==> src/rtl/dround_pkg.sv <==
package dround_pkg;
  localparam int WORD_W = 32;
  localparam int LANES  = 4;
  localparam int PACK_W = LANES * WORD_W;
  localparam int PAIR_W = 2 * WORD_W;

  typedef logic [WORD_W-1:0] word_t;

  typedef struct packed {
    word_t a, b, c, d, e, f, g, h;
  } work_t;

  typedef struct packed {
    logic load;
    logic step;
  } strobe_t;

  function automatic word_t rotr(input word_t x, input int n);
    return (x >> n) | (x << (WORD_W - n));
  endfunction

  function automatic word_t bigSig0(input word_t x);
    return rotr(x, 2) ^ rotr(x, 13) ^ rotr(x, 22);
  endfunction

  function automatic word_t bigSig1(input word_t x);
    return rotr(x, 6) ^ rotr(x, 11) ^ rotr(x, 25);
  endfunction

  function automatic word_t chooseFn(input word_t x, input word_t y, input word_t z);
    return (x & y) ^ (~x & z);
  endfunction

  function automatic word_t majorFn(input word_t x, input word_t y, input word_t z);
    return (x & y) ^ (x & z) ^ (y & z);
  endfunction

  function automatic work_t oneRound(input work_t s, input word_t wk);
    word_t t1, t2;
    work_t n;
    t1 = s.h + bigSig1(s.e) + chooseFn(s.e, s.f, s.g) + wk;
    t2 = bigSig0(s.a) + majorFn(s.a, s.b, s.c);
    n.h = s.g;
    n.g = s.f;
    n.f = s.e;
    n.e = s.d + t1;
    n.d = s.c;
    n.c = s.b;
    n.b = s.a;
    n.a = t1 + t2;
    return n;
  endfunction
endpackage

==> src/rtl/dround_path.sv <==
module dround_path import dround_pkg::*; #(
  parameter int RNDS_PER_STEP = 2
) (
  input  logic              clk,
  input  logic              rstN,
  input  strobe_t           strobes,
  input  logic [PACK_W-1:0] abefIn,
  input  logic [PACK_W-1:0] cdghIn,
  input  logic [PAIR_W-1:0] wkIn,
  output logic [PACK_W-1:0] abefOut
);
  work_t             work;
  work_t             workNext;
  work_t             loaded;
  logic [PAIR_W-1:0] wkReg;

  always_comb begin
    loaded.a = abefIn[4*WORD_W-1:3*WORD_W];
    loaded.b = abefIn[3*WORD_W-1:2*WORD_W];
    loaded.e = abefIn[2*WORD_W-1:WORD_W];
    loaded.f = abefIn[WORD_W-1:0];
    loaded.c = cdghIn[4*WORD_W-1:3*WORD_W];
    loaded.d = cdghIn[3*WORD_W-1:2*WORD_W];
    loaded.g = cdghIn[2*WORD_W-1:WORD_W];
    loaded.h = cdghIn[WORD_W-1:0];
  end

  generate
    if (RNDS_PER_STEP == 2) begin : g_chained
      always_comb workNext = oneRound(oneRound(work, wkReg[WORD_W-1:0]),
                                      wkReg[PAIR_W-1:WORD_W]);
    end else begin : g_iterated
      always_comb workNext = oneRound(work, wkReg[WORD_W-1:0]);
    end
  endgenerate

  always_ff @(posedge clk or negedge rstN) begin
    if (!rstN) begin
      work  <= '0;
      wkReg <= '0;
    end else if (strobes.load) begin
      work  <= loaded;
      wkReg <= wkIn;
    end else if (strobes.step) begin
      work  <= workNext;
      wkReg <= {{WORD_W{1'b0}}, wkReg[PAIR_W-1:WORD_W]};
    end
  end

  assign abefOut = {work.a, work.b, work.e, work.f};
endmodule

==> src/rtl/dround_ctrl.sv <==
module dround_ctrl import dround_pkg::*; #(
  parameter int STEPS = 1
) (
  input  logic    clk,
  input  logic    rstN,
  input  logic    inValid,
  output logic    inReady,
  output logic    outValid,
  input  logic    outReady,
  output strobe_t strobes
);
  localparam int CW = (STEPS > 1) ? $clog2(STEPS) : 1;

  typedef enum logic [1:0] {ST_IDLE, ST_BUSY, ST_DONE} ctrl_state_e;

  ctrl_state_e      state;
  logic [CW-1:0]    stepCnt;

  always_ff @(posedge clk or negedge rstN) begin
    if (!rstN) begin
      state   <= ST_IDLE;
      stepCnt <= '0;
    end else begin
      case (state)
        ST_IDLE: if (inValid) begin
          state   <= ST_BUSY;
          stepCnt <= '0;
        end
        ST_BUSY: if (stepCnt == CW'(STEPS - 1)) state <= ST_DONE;
                 else stepCnt <= stepCnt + 1'b1;
        ST_DONE: if (outReady) state <= ST_IDLE;
        default: state <= ST_IDLE;
      endcase
    end
  end

  assign inReady      = (state == ST_IDLE);
  assign outValid     = (state == ST_DONE);
  assign strobes.load = inReady && inValid;
  assign strobes.step = (state == ST_BUSY);
endmodule

==> src/rtl/sha2_dround.sv <==
module sha2_dround import dround_pkg::*; #(
  parameter int RNDS_PER_STEP = 2
) (
  input  logic              clk,
  input  logic              rstN,
  input  logic              inValid,
  output logic              inReady,
  input  logic [PACK_W-1:0] abefIn,
  input  logic [PACK_W-1:0] cdghIn,
  input  logic [PAIR_W-1:0] wkIn,
  output logic              outValid,
  input  logic              outReady,
  output logic [PACK_W-1:0] abefOut
);
  localparam int STEPS = 2 / RNDS_PER_STEP;

  strobe_t strobes;

  dround_ctrl #(.STEPS(STEPS)) i_ctrl (
    .clk(clk), .rstN(rstN), .inValid(inValid), .inReady(inReady),
    .outValid(outValid), .outReady(outReady), .strobes(strobes)
  );

  dround_path #(.RNDS_PER_STEP(RNDS_PER_STEP)) i_path (
    .clk(clk), .rstN(rstN), .strobes(strobes), .abefIn(abefIn),
    .cdghIn(cdghIn), .wkIn(wkIn), .abefOut(abefOut)
  );
endmodule

==> config.mk <==
export PLATFORM = sky130hd
export DESIGN_NAME = sha2_dround
export DESIGN_NICKNAME = d
export VERILOG_FILES = /design/src/rtl/dround_pkg.sv /design/src/rtl/dround_path.sv /design/src/rtl/dround_ctrl.sv /design/src/rtl/sha2_dround.sv
export SDC_FILE = /design/constraint.sdc
export NUM_CORES = 2
export LEC_CHECK = 0
export ABC_CLOCK_PERIOD_IN_PS = 13360
export CORE_ASPECT_RATIO = 1.25
export CORE_MARGIN = 2
export CORE_UTILIZATION = 55
export DETAILED_ROUTE_END_ITERATION = 8
export DONT_BUFFER_PORTS = 1
export PLACE_DENSITY = 0.68
export REMOVE_ABC_BUFFERS = 1
export SETUP_SLACK_MARGIN = 0.15
export SYNTH_ARGS = -nofsm -noshare
export SYNTH_HDL_FRONTEND = slang
export SYNTH_SLANG_ARGS = --single-unit
==> constraint.sdc <==
create_clock -name clk -period 13.36 [get_ports clk]
set_input_delay 2.672 -clock clk [delete_from_list [all_inputs] [get_ports clk]]
set_output_delay 2.672 -clock clk [all_outputs]
set_load 0.005 [all_outputs]
# Word-level counts from Yosys, hierarchy flattened
# Cells that the tools add are included.
[word_totals]
mem_bits_ro = 0
memories = 0
word_cells = 83
ramBits = 0
latchBits = 0
register_bits = 323
output_inout_bits = 130
[classes]
addsub = 13
div_mod_pow = 0
n_eq_ne = 5
muxes = 11
multipliers = 0
n_shift = 0
reduce_logical = 6
magnitude_cmp = 0
n_bitwise = 37
[op_table]
columns = ["op", "count"]
rows = [
  ["$mux 256", 2],
  ["$xor 32x32->32", 14],
  ["$add 32x32->32", 12],
  ["$and 32x32->32", 9],
  ["$mux 64", 2],
  ["$not 32->32", 2],
  ["$or 10x32->32", 2],
  ["$or 19x32->32", 2],
  ["$or 21x32->32", 2],
  ["$or 26x32->32", 2],
  ["$or 30x32->32", 2],
  ["$or 7x32->32", 2],
  ["$mux 2", 3],
  ["$pmux 2 s3", 1],
  ["$ne 2x2->1 const B", 2],
  ["$reduce_bool 2->1", 2],
  ["$reduce_and 3->1", 1],
  ["$eq 2x1->1 const B", 1],
  ["$eq 2x2->1 const B", 1],
  ["$logic_not 2->1", 1],
  ["$mux 1", 2],
  ["$ne 2x1->1 const B", 1],
  ["$pmux 1 s2", 1],
  ["$reduce_and 2->1", 1],
  ["other kinds (2)", 2],
]

# Depth between registers and ports, before layout
[depth]
depth_word = 16
depth_mapped = 61

# By module
# A second synthesis with hierarchy kept.
[unflattened]
cells_unflattened = 3826
hier_area_um2 = 33200.6
[by_module_without_submodules]
columns = ["module", "area_each_um2", "n_inst", "cells_per_inst", "seq_area_each_um2"]
rows = [
  ["dround_path", 33110.5, 1, 3817, 8007.7],
  ["dround_ctrl", 90.1, 1, 9, 50.0],
]

# Worst setup path before layout
# OpenSTA, ideal clock, no wires.
[synth_path]
kind = "register to register"
from = "register i_path.work (netlist bit i_path.abefOut[45])"
to = "register i_path.work (netlist bit i_path.abefOut[127])"
arrival_ns = 12.006
path_buffers = 1
required_ns = 13.284
synth_period_minus_slack_ns = 12.082
path_slack_ns = 1.278
stages_incl_launch_ff = 56
setup_time_ns = 0.076
cell_sequence = "dfrtp_1 clkbuf_1 xnor2_1 xnor2_1 fa_1 inv_1 fa_1 inv_1 ha_1 a21o_1 a21oi_1 o21bai_1 a21oi_1 o21bai_1 a211o_1 nand2_1 o21ai_0 a41oi_1 [20 not listed] and3_1 o31a_1 a21o_1 a21oi_1 xnor2_1 fa_1 ha_1 a21o_1 a21o_1 a21o_1 a21oi_1 o21ai_0 a21o_1 nand4_1 nand3_1 xnor2_1 xnor3_1 o21ai_1"
[synth_via]
elab_chain_len = 16
word_cells_on_any_way = 39
[synth_rtl]
columns = ["element", "line", "rtl"]
rows = [
  ["start, declared", "dround_path.sv:12", "work_t work;"],
  ["start signal, assigned", "dround_path.sv:42", "work <= loaded;"],
  ["start signal, assigned", "dround_path.sv:45", "work <= workNext;"],
  ["$or 21x32->32 / $or 26x32->32 (equally long branches)", "dround_pkg.sv:19", "return (x >> n) | (x << (WORD_W - n));"],
  ["$xor 32x32->32 (2 in series)", "dround_pkg.sv:27", "return rotr(x, 6) ^ rotr(x, 11) ^ rotr(x, 25);"],
  ["$add 32x32->32 (3 in series)", "dround_pkg.sv:41", "t1 = s.h + bigSig1(s.e) + chooseFn(s.e, s.f, s.g) + wk;"],
  ["$add 32x32->32", "dround_pkg.sv:46", "n.e = s.d + t1;"],
  ["$or 26x32->32 / $or 21x32->32 (equally long branches)", "dround_pkg.sv:19", ""],
  ["$xor 32x32->32 (2 in series)", "dround_pkg.sv:27", ""],
  ["$add 32x32->32 (3 in series)", "dround_pkg.sv:41", ""],
  ["$add 32x32->32 (*)", "dround_pkg.sv:50", "n.a = t1 + t2;"],
  ["$mux 256 (*)", "dround_path.sv:44", "end else if (strobes.step) begin"],
  ["$mux 256 (*)", "dround_path.sv:41", "end else if (strobes.load) begin"],
]
# Mark *: on every way between the ends. The rest lies on a longest branch, timed or not. The select of a mux whose other input is x is not followed.
# A chain may end at the register's enable or synchronous reset.

# Worst setup path after layout
[layout_path]
from = "register i_path.work (netlist bit i_path.abefOut[33])"
to = "register i_path.work (netlist bit i_path.abefOut[60])"
[layout_via]
elab_chain_len = 16
word_cells_on_any_way = 28
[layout_rtl]
columns = ["element", "line"]
rows = [
  ["$or 21x32->32 / $or 26x32->32 (equally long branches)", "dround_pkg.sv:19"],
  ["$xor 32x32->32 (2 in series)", "dround_pkg.sv:27"],
  ["$add 32x32->32 (3 in series)", "dround_pkg.sv:41"],
  ["$add 32x32->32", "dround_pkg.sv:46"],
  ["$or 21x32->32 / $or 26x32->32 (equally long branches)", "dround_pkg.sv:19"],
  ["$xor 32x32->32 (2 in series)", "dround_pkg.sv:27"],
  ["$add 32x32->32", "dround_pkg.sv:41"],
  ["$add 32x32->32 (*) (2 in series)", "dround_pkg.sv:41"],
  ["$add 32x32->32 (*)", "dround_pkg.sv:46"],
  ["$mux 256 (*)", "dround_path.sv:44"],
  ["$mux 256 (*)", "dround_path.sv:41"],
]
# Marked as above.

==> key figures <==
Logic synthesis
  • Post-synthesis sequential area ratio: 25.7%
  • Mapped cell area: 0.0314 mm²
  • Synth unique cells: 77
  • Syn avg cell area: 8.77 µm²
  • Syn. warnings: 0
  • Yosys reg bits: 322
  • Area share of the largest cell type after synthesis: 25.7%
  • Mapped Cells: 3,579
  • Yosys top cell by area: dfrtp_1
  • Async set-or-reset flop fraction in the synthesized netlist: 100%
  • Top-count cell post-synth: nand2_1
  • Synth top cells by count: 491 x nand2_1, 358 x inv_1, 322 x dfrtp_1
  • Main flop type after synthesis: dfrtp_1
  • Post-synth EDFFs: 0
  • Top cells by area, synth: dfrtp_1 26%, fa_1 12%, xnor2_1 8.8%

GRT
  • Vias in the first global route: 26,942
  • First-pass GRT wire length: 177 mm
  • Gr ovfl total: 0
  • Largest net degree at the start of global routing: 323
  • Initial antenna violation count: 11
  • Tot GR Track Use: 41.2%

Timing
  • Period minus WS final: 12.68 ns
  • Hold Worst Slack: 0.492 ns
  • Final count of hold timing violations: 0
  • Fmax: 78.9 MHz
  • Final setup violation count: 0
  • Pins Over Slew Limit: 0
  • Max-slew headroom: 16.2%
  • Worst slew pin tran: 1.26 ns
  • Clk_skew: 0.0246 ns
  • Tcrit/Tclk final: 94.9%
  • Unrepaired setup endpoints after global routing: true

Final layout
  • Layout Nets: 4,230
  • Layout cells sized above 1: 10.7%
  • Non-Filler Instances: 4,304
  • Fillers: 4,874
  • Area of the multi-input gates: 0.0206 mm²
  • Sequential cell area: 0.00806 mm²
  • Layout area overhead: 7.99%

Floorplanning
  • IO Pins: 454
  • Core Rows: 97
  • Core area: 0.0562 mm²
  • Starting Density: 55.9%
  • DIE HEIGHT: 271 µm
  • Die area: 0.0590 mm²
  • DIE WIDTH: 218 µm

Drt
  • Via count: 27,166
  • Post-Route WL: 123 mm
  • DRC viols: 0
  • Post-DR vias/cell: 6.31
  • Per-cell routed wire length: 28.5 µm
  • Initial DRC count: 2,754
  • DRT Pass-1 Iters: 6
  • Post-DRT Antenna Nets: 0

Setup path
  • Worst r2r src: i_path.abefOut[33]
  • RR Endpoint: i_path.abefOut[60]
  • Worst Setup End Kind: flop
  • Slowest CP cell: fa_1
  • Max incr delay on CP: 0.52 ns
  • Critical Path AT: 13.13 ns
  • Max FO, Critical Path: 6
  • Critical Path RT: 13.81 ns
  • CP most frequent cell: a21o_1
  • Worst R2R Setup Slack: 0.68 ns
  • R2R depth: 58
  • WS Path Type: reg2reg
  • Startpoint types: flop

Job
  • Max Cap Viol: 0

CTS
  • Num CTS Buffers: 38
  • CTS root buffer: clkbuf_16
  • H-tree levels: 2
  • CTS tree: yes
  • Clk sinks: 322
  • CTS max path bufs: 3
  • CTS clk-pin slew, worst paths: 0.06 ns
  • Worst-Skew Late Latency: 0.58 ns

Place
  • Final weighted congestion in routability-driven placement: 1.02
  • Input/output buffers: 0
  • Placed instance count: 4,228
  • Post-DP HPWL: 98.0 mm

Outcome
  • Status: finished clean

Worst hold path
  • Worst hold path startpoint: i_path.work[133]
  • Hold path depth: 2
  • HP Class: reg2reg
  • Min-Delay Endpoint: i_path.work[133]
==> worst max-delay path by stage <==
stage,startpoint,to,cells after the start
2_1_floorplan,i_ctrl.state[1],i_path.abefOut[101],3
3_3_place_gp,i_path.abefOut[43],i_path.abefOut[61],59
3_5_place_dp,i_path.abefOut[45],i_path.abefOut[61],61
4_1_cts,i_path.abefOut[45],i_path.abefOut[60],58
5_1_grt,i_path.abefOut[45],i_path.abefOut[127],62
6_report,i_path.abefOut[33],i_path.abefOut[60],58
==> critical path: cells and delay by family, from the launching register on <==
kind | cells | cell delay [ns]
simple gates | 7 | 1.14
flops | 1 | 0.47
fa+ha+maj | 9 | 3.34
xor+xnor | 4 | 0.65
compound gates | 31 | 5.82
mux | 1 | 0.35
buf+inv | 6 | 0.78
==> cell type report <==
cell class                      count  area share (%)
Clock inverter                     14           0.421
Timing Repair Buffer              220            4.87
Clock buffer                       53            3.31
Tap cell                          742            2.74
Inverter                          358            3.96
Antenna cell                        6          0.0443
Sequential cell                   322            23.8
Multi-Input combinational cell   2589            60.9
==> metal layers <==
| metal | track usage [%] | vias to the layer above | wire length (µm) |
|---|---|---|---|
| li1 | - | 11915 | - |
| met1 | 52.1 | 13349 | 47200 |
| met2 | 66.2 | 1568 | 57000 |
| met3 | 7.46 | 324 | 10100 |
| met4 | 23.6 | 10 | 8430 |
| met5 | 0 | - | 69 |
==> state kept, by name, indices dropped and copies added, names as in the netlist <==
register / count
i_path.abefOut: 128
i_path.work: 128
i_path.wkReg: 64
i_ctrl.state: 2
==> placed cells by master, fill, tap and decap left out, types with 6 or more instances in the layout <==
cell	n
and4_1	9
nor2_1	107
o21ai_0	192
nor3_1	56
or3_1	10
a221oi_1	6
a211o_1	6
a221o_1	49
xor2_1	113
and3_1	11
mux2_2	36
nand4_1	10
a211oi_1	15
a21o_1	115
o21a_1	19
a21oi_1	130
nor2b_1	20
nand2_1	490
mux2i_1	7
clkbuf_1	7
dfrtp_1	322
fa_1	190
o211ai_1	13
a31oi_1	10
ha_1	187
maj3_1	30
a22oi_1	237
diode_2	6
o21bai_1	35
buf_4	220
clkinvlp_4	6
o21ai_1	19
nand2b_1	21
nand3_1	29
a21oi_2	10
xnor2_1	300
xnor2_2	15
clkbuf_16	41
inv_1	358
==> kinds of logic after synthesis <==
logic type | share of synthesized area [%]
compound gates | 19.9
xor+xnor | 12.1
fa+ha+maj | 20.5
buf+inv | 9.52
flops | 25.7
mux | 1.59
simple gates | 10.7
==> per-stage QoR <==
stage / TNS, ns / setup slack, ns / cell area [µm²] / utilization, %
after floorplan: -3828.74 / -15.87 / 29700 / -
after global placement: -0.262 / -0.262 / 32300 / 57.5
after detailed placement: -1.01 / -0.518 / 32300 / 57.5
after CTS: 0 / 0.152 / 33600 / 59.8
after global routing: 0 / 0.0753 / 33900 / 60.3
final: 0 / 0.680 / 33900 / 60.3
==> repair_timing <==
action,4_1_cts,5_1_grt
gates resized for setup,7,41
hold buffers,0,0
setup endpoints to repair,8,24
pin swaps,0,10
setup buffers,0,3
hold endpoints to repair,0,0
Power is not shown: default switching activity piles up to over one toggle a cycle in this logic, so the estimate is an artifact.
